`src/rtl/vramp_pkg.sv`:
```
package vramp_pkg;

  // Add inc to acc and clip at lim.
  function automatic int unsigned sat_accum(input int unsigned acc,
                                            input int unsigned inc,
                                            input int unsigned lim);
    longint unsigned sum;
    sum = {32'd0, acc} + {32'd0, inc};
    if (sum > {32'd0, lim}) return lim;
    return sum[31:0];
  endfunction

  // Move the slope one step towards the value that would hit target.
  function automatic int unsigned slope_nudge(input int unsigned s,
                                              input int unsigned peak,
                                              input int unsigned target,
                                              input int unsigned lo,
                                              input int unsigned hi);
    if (peak < target) return (s >= hi) ? hi : s + 1;
    if (peak > target) return (s <= lo) ? lo : s - 1;
    return s;
  endfunction

endpackage

```
`src/rtl/vr_sync_edge.sv`:
```
module vr_sync_edge #(
  parameter int unsigned STAGES = 2
) (
  input  logic clk,
  input  logic rst,
  input  logic din,
  output logic rise
);
  logic [STAGES:0] sh_q;

  always_ff @(posedge clk) begin
    if (rst) sh_q <= '0;
    else     sh_q <= {sh_q[STAGES-1:0], din};
  end

  assign rise = sh_q[STAGES-1] & ~sh_q[STAGES];
endmodule

```
`src/rtl/vr_blank_gate.sv`:
```
module vr_blank_gate #(
  parameter int unsigned BLANK_CYC = 1100
) (
  input  logic clk,
  input  logic rst,
  input  logic rise,
  output logic accept,
  output logic blank
);
  localparam int unsigned CW = $clog2(BLANK_CYC + 1);
  localparam logic [CW-1:0] LOAD = CW'(BLANK_CYC - 1);

  logic [CW-1:0] cnt_q;
  logic          blank_q;

  assign accept = rise & ~blank_q;
  assign blank  = blank_q;

  always_ff @(posedge clk) begin
    if (rst) begin
      blank_q <= 1'b0;
      cnt_q   <= '0;
    end else if (accept) begin
      blank_q <= 1'b1;
      cnt_q   <= LOAD;
    end else if (blank_q) begin
      if (cnt_q == '0) blank_q <= 1'b0;
      else             cnt_q   <= cnt_q - CW'(1);
    end
  end
endmodule

```
`src/rtl/vr_ramp_acc.sv`:
```
module vr_ramp_acc
  import vramp_pkg::*;
#(
  parameter int unsigned RAMP_W  = 16,
  parameter int unsigned SLOPE_W = 10
) (
  input  logic               clk,
  input  logic               rst,
  input  logic               accept,
  input  logic               blank,
  input  logic [SLOPE_W-1:0] slope,
  output logic [RAMP_W-1:0]  ramp
);
  localparam int unsigned RAMP_MAX = (32'd1 << RAMP_W) - 32'd1;

  logic [RAMP_W-1:0] ramp_q;
  int unsigned       next_v;

  always_comb next_v = sat_accum(32'(ramp_q), 32'(slope), RAMP_MAX);

  always_ff @(posedge clk) begin
    if (rst)                  ramp_q <= '0;
    else if (accept || blank) ramp_q <= '0;
    else                      ramp_q <= next_v[RAMP_W-1:0];
  end

  assign ramp = ramp_q;
endmodule

```
`src/rtl/vr_slope_loop.sv`:
```
module vr_slope_loop
  import vramp_pkg::*;
#(
  parameter int unsigned RAMP_W     = 16,
  parameter int unsigned SLOPE_W    = 10,
  parameter int unsigned TARGET     = 50000,
  parameter int unsigned SLOPE_INIT = 64,
  parameter int unsigned SLOPE_MIN  = 1,
  parameter int unsigned SLOPE_MAX  = 1023
) (
  input  logic               clk,
  input  logic               rst,
  input  logic               accept,
  input  logic [RAMP_W-1:0]  peak,
  output logic [SLOPE_W-1:0] slope
);
  logic [SLOPE_W-1:0] slope_q;
  int unsigned        nxt;

  always_comb nxt = slope_nudge(32'(slope_q), 32'(peak), TARGET, SLOPE_MIN, SLOPE_MAX);

  always_ff @(posedge clk) begin
    if (rst)         slope_q <= SLOPE_W'(SLOPE_INIT);
    else if (accept) slope_q <= nxt[SLOPE_W-1:0];
  end

  assign slope = slope_q;
endmodule

```
`src/rtl/vramp_trig.sv`:
```
module vramp_trig #(
  parameter int unsigned RAMP_W      = 16,
  parameter int unsigned SLOPE_W     = 10,
  parameter int unsigned BLANK_CYC   = 1100,
  parameter int unsigned TARGET      = 50000,
  parameter int unsigned SLOPE_INIT  = 64,
  parameter int unsigned SLOPE_MIN   = 1,
  parameter int unsigned SLOPE_MAX   = 1023,
  parameter int unsigned SYNC_STAGES = 2
) (
  input  logic              clk,
  input  logic              rst,
  input  logic              sync_in,
  output logic [RAMP_W-1:0] ramp_out,
  output logic              blank_out,
  output logic              field_start
);
  // Named internal events, used by the bound checker.
  logic               sync_rise;
  logic               accept;
  logic [SLOPE_W-1:0] slope_q;
  logic               fs_q;

  vr_sync_edge #(.STAGES(SYNC_STAGES)) u_sync (
    .clk(clk), .rst(rst), .din(sync_in), .rise(sync_rise)
  );

  vr_blank_gate #(.BLANK_CYC(BLANK_CYC)) u_gate (
    .clk(clk), .rst(rst), .rise(sync_rise), .accept(accept), .blank(blank_out)
  );

  vr_ramp_acc #(.RAMP_W(RAMP_W), .SLOPE_W(SLOPE_W)) u_acc (
    .clk(clk), .rst(rst), .accept(accept), .blank(blank_out),
    .slope(slope_q), .ramp(ramp_out)
  );

  vr_slope_loop #(
    .RAMP_W(RAMP_W), .SLOPE_W(SLOPE_W), .TARGET(TARGET),
    .SLOPE_INIT(SLOPE_INIT), .SLOPE_MIN(SLOPE_MIN), .SLOPE_MAX(SLOPE_MAX)
  ) u_loop (
    .clk(clk), .rst(rst), .accept(accept), .peak(ramp_out), .slope(slope_q)
  );

  always_ff @(posedge clk) begin
    if (rst) fs_q <= 1'b0;
    else     fs_q <= accept;
  end

  assign field_start = fs_q;
endmodule

```
`config.mk`:
```
export PLATFORM = sky130hd
export DESIGN_NAME = vramp_trig
export DESIGN_NICKNAME = d
export VERILOG_FILES = /design/src/rtl/vramp_pkg.sv /design/src/rtl/vr_sync_edge.sv /design/src/rtl/vr_blank_gate.sv /design/src/rtl/vr_ramp_acc.sv /design/src/rtl/vr_slope_loop.sv /design/src/rtl/vramp_trig.sv
export SDC_FILE = /design/constraint.sdc
export NUM_CORES = 1
export LEC_CHECK = 0
export BUFFER_PORTS_ARGS = -buffer_cell sky130_fd_sc_hd__buf_2
export CAP_MARGIN = 20
export CORE_ASPECT_RATIO = 1.4
export CORE_MARGIN = 4
export CORE_UTILIZATION = 35
export DETAILED_ROUTE_END_ITERATION = 12
export PLACE_DENSITY = 0.57
export RECOVER_POWER = 25
export SLEW_MARGIN = 5
export SYNTH_ARGS = -nofsm -noshare
export SYNTH_HDL_FRONTEND = slang
export SYNTH_SLANG_ARGS = --single-unit
export TNS_END_PERCENT = 5
```
`constraint.sdc`:
```
create_clock -name clk -period 2.28 [get_ports clk]
set_input_delay 0 -clock clk [delete_from_list [all_inputs] [get_ports clk]]
set_output_delay 0 -clock clk [all_outputs]
set_load 0.1 [all_outputs]
```
==> metrics.cfg <==
[floorplan]
fp.dieArea_um2=9110
ios=21
fp.dieH_um=111
num_rows=37
start_util=0.360
die_x_um=81.8
core_area_um2=7410

[global_route]
antenna_found_initial=0
grt_max_degree=19
grt_pass1_wl_um=11900
grt_overflow_total=0
grt_pass1_vias=2550
track_usage=0.164

[routing]
wl_met2_um=3810
via_count=2590
drt_iter0_markers=201
ant_nets=0
drc_errors=0
viasPerCell=5.59
finalWirelength_um=7140
met1_length_um=2940
wl_met3_um=247
first_pass_iters=4
wl_per_cell_um=15.4
top_layer=met4

[synthesis]
syn_inst=333
ys_types=63
seq_area_frac_synth=0.315
async_flop_share=0
synth-seq-cells=42
synth-main-ff-cell=dfxtp_1
synth_area_per_cell_um2=8.01
synth_edf_count=0
ys_warn_count=0
syn_area_um2=2670
syn_nets=352
yosysTopAreaCell=dfxtp_1
synth_area_leaders=dfxtp_1 32%, ha_1 7.0%, a21oi_1 6.8%
netlist.area_leader.share=0.315

[pwr]
p_leak_nw=1.16
power_density_nw_per_um2=537
clockPowerShare=0.358
vdd_drop_max_v=0.000252
power.total_mw=1.67
pwr-share-comb=0.171
p_sw_frac=0.294
p_int_mw=1.18
power_switching_mw=0.492
pwr-share-seq=0.471

[clocking]
cts_sinks=42
clockRootBuffer=clkbuf_8
cts_buffer_depth=2
path_clk_slew_ns=0.08
tritoncts=done
cts.htree.levels=2
cts_buffers=5
worstSkewPairLatency_ns=0.30

[sta]
hold_viol=0
timing.fmax_mhz=461
finClkSkew_ns=0.00580
drv_slew=0
worst_slew_pin_slew_ns=1.20
finalCritPeriodShare=0.951
relSlewSlack=0.204
setup_slack_ns=0.113
final.min_clock_period_ns=2.17
rsz0062_at_grt=no
setup_viol=0

[critical_path]
arrival_ns=2.38
critPathMaxFanout=7
reg2reg_slack_ns=0.11
r2r-end=u_acc.ramp[8]
worst_setup_path_start_kind=register
end_kind=register
crit_required_ns=2.49
crit_start=u_loop.slope[0]
worst-setup-path-type=register to register
rr_worst_depth=9
rr_startpoint=u_loop.slope[0]

[hold_path]
hold_depth=2
hold_end=field_start
hold_start=rst
hold_class=primary input to register

[cells_and_area]
n_antenna_cell=0
area_growth_pct=16.6
drive_gt1_frac=0.180
fin_nets=384
final_cells=463
mostFrequentLayoutCells=36 x a21oi_1, 36 x nor2_1, 30 x dfxtp_1
fillerInstances=765

[place]
dp.cells=454
routabilityCongestion=0.896
numPortBuffers=20
post-dp-hpwl_um=5490
place_worst_setup_slack_ns=0.0208

[status]
outcome=finished, final reports clean

[run]
drv_cap=0

-- through the flow --
step	cell area, um^2	hold WS, ns	setup TNS, ns	util
2_1_floorplan	2720	0.128	-0.0472	-
4_1_cts	3110	0.0919	0	0.420
5_1_grt	3110	0.112	0	0.420
6_report	3110	0.0856	0	0.420
3_3_place_gp	2990	0.209	0	0.404
3_5_place_dp	2990	0.219	0	0.404
-- kinds of logic (layout without fill, tap and decap cells) --
group	after synthesis	after routing	synth area share
AO/OA/AOI/OAI	106	106	0.266
XOR/XNOR	14	14	0.0459
adder cells (fa/ha/maj)	16	16	0.0778
buffers and inverters	29	62	0.0450
flip-flops	42	42	0.315
multiplexers	1	1	0.00375
AND/OR/NAND/NOR	125	125	0.246
-- routing by layer --
metal / up-vias / track usage
met1: 1221 / 0.186
met4: 0 / 0.0477
met5: - / 0
met3: 15 / 0.0301
met2: 62 / 0.301
li1: 1292 / -
-- critical path, stage by stage (launching register included) --
cell and delay (ns):
dfxtp_1 0.38, ha_4 0.15, inv_1 0.05, fa_2 0.35
nor2b_2 0.15, o2111ai_1 0.13, a32o_2 0.30, or2_4 0.27
buf_4 0.17, a31oi_1 0.12
-- registers in the layout (all words and copies together), names as in the netlist --
| signal | flops |
|---|---|
| u_loop.slope | 10 |
| u_acc.ramp | 16 |
| u_gate.blank | 1 |
| u_sync.sh_q | 3 |
| field_start | 1 |
| u_gate.cnt_q | 11 |
-- what timing repair did --
action / CTS / global route
gates resized for setup: 0 / 4
buffers inserted: 0 / 0
setup endpoints to repair: 0 / 8
endpoints found under the hold margin: 1 / 0
hold buffers: 1 / 0
-- cells in the mapped netlist, drive strengths merged (2+ instances only) --
master	instances
o21ai	14
nand2	29
o32ai	3
a221oi	2
inv	16
and3	4
nor2	37
buf	5
a41oi	3
ha	15
xor2	5
a21oi	36
nor4	6
nor2b	7
or4	2
nand4	4
a211oi	4
o21a	7
o211ai	7
a31oi	10
nand3	9
nand3b	2
o41ai	2
a31o	2
or3	3
dfxtp	42
clkbuf	8
nand2b	2
nor3	11
a32o	2
and4	2
xnor2	9
or2	4
o31ai	2
-- layout make-up --
type / count / area [um^2] / area share
well taps: 97 / 121 / 0.0390
inverters: 16 / 60.1 / 0.0193
repair buffers: 38 / 224 / 0.0720
clock inverters: 2 / 37.5 / 0.0121
clock buffers: 6 / 72.6 / 0.0233
multi-input cells: 262 / 1740 / 0.558
flip-flops and latches: 42 / 861 / 0.277
-- worst max path at each step --
stage / end
finish: u_acc.ramp[8]
global route: u_acc.ramp[8]
CTS: u_acc.ramp[8]
global placement: u_acc.ramp[8]
detailed placement: u_acc.ramp[8]
floorplan: u_loop.slope[8]
-- power groups by stage --
| stage | combinational (mW) | clock, mW | sequential [mW] |
|---|---|---|---|
| 3_3_place_gp | 0.284 | 0 | 0.804 |
| 5_1_grt | 0.314 | 0.644 | 0.793 |
| 6_report | 0.286 | 0.598 | 0.787 |
| 4_1_cts | 0.289 | 0.615 | 0.788 |
| 3_5_place_dp | 0.286 | 0 | 0.805 |
| 2_1_floorplan | 0.158 | 0 | 0.869 |
No activity file was read; power rests on OpenSTA's default activity.
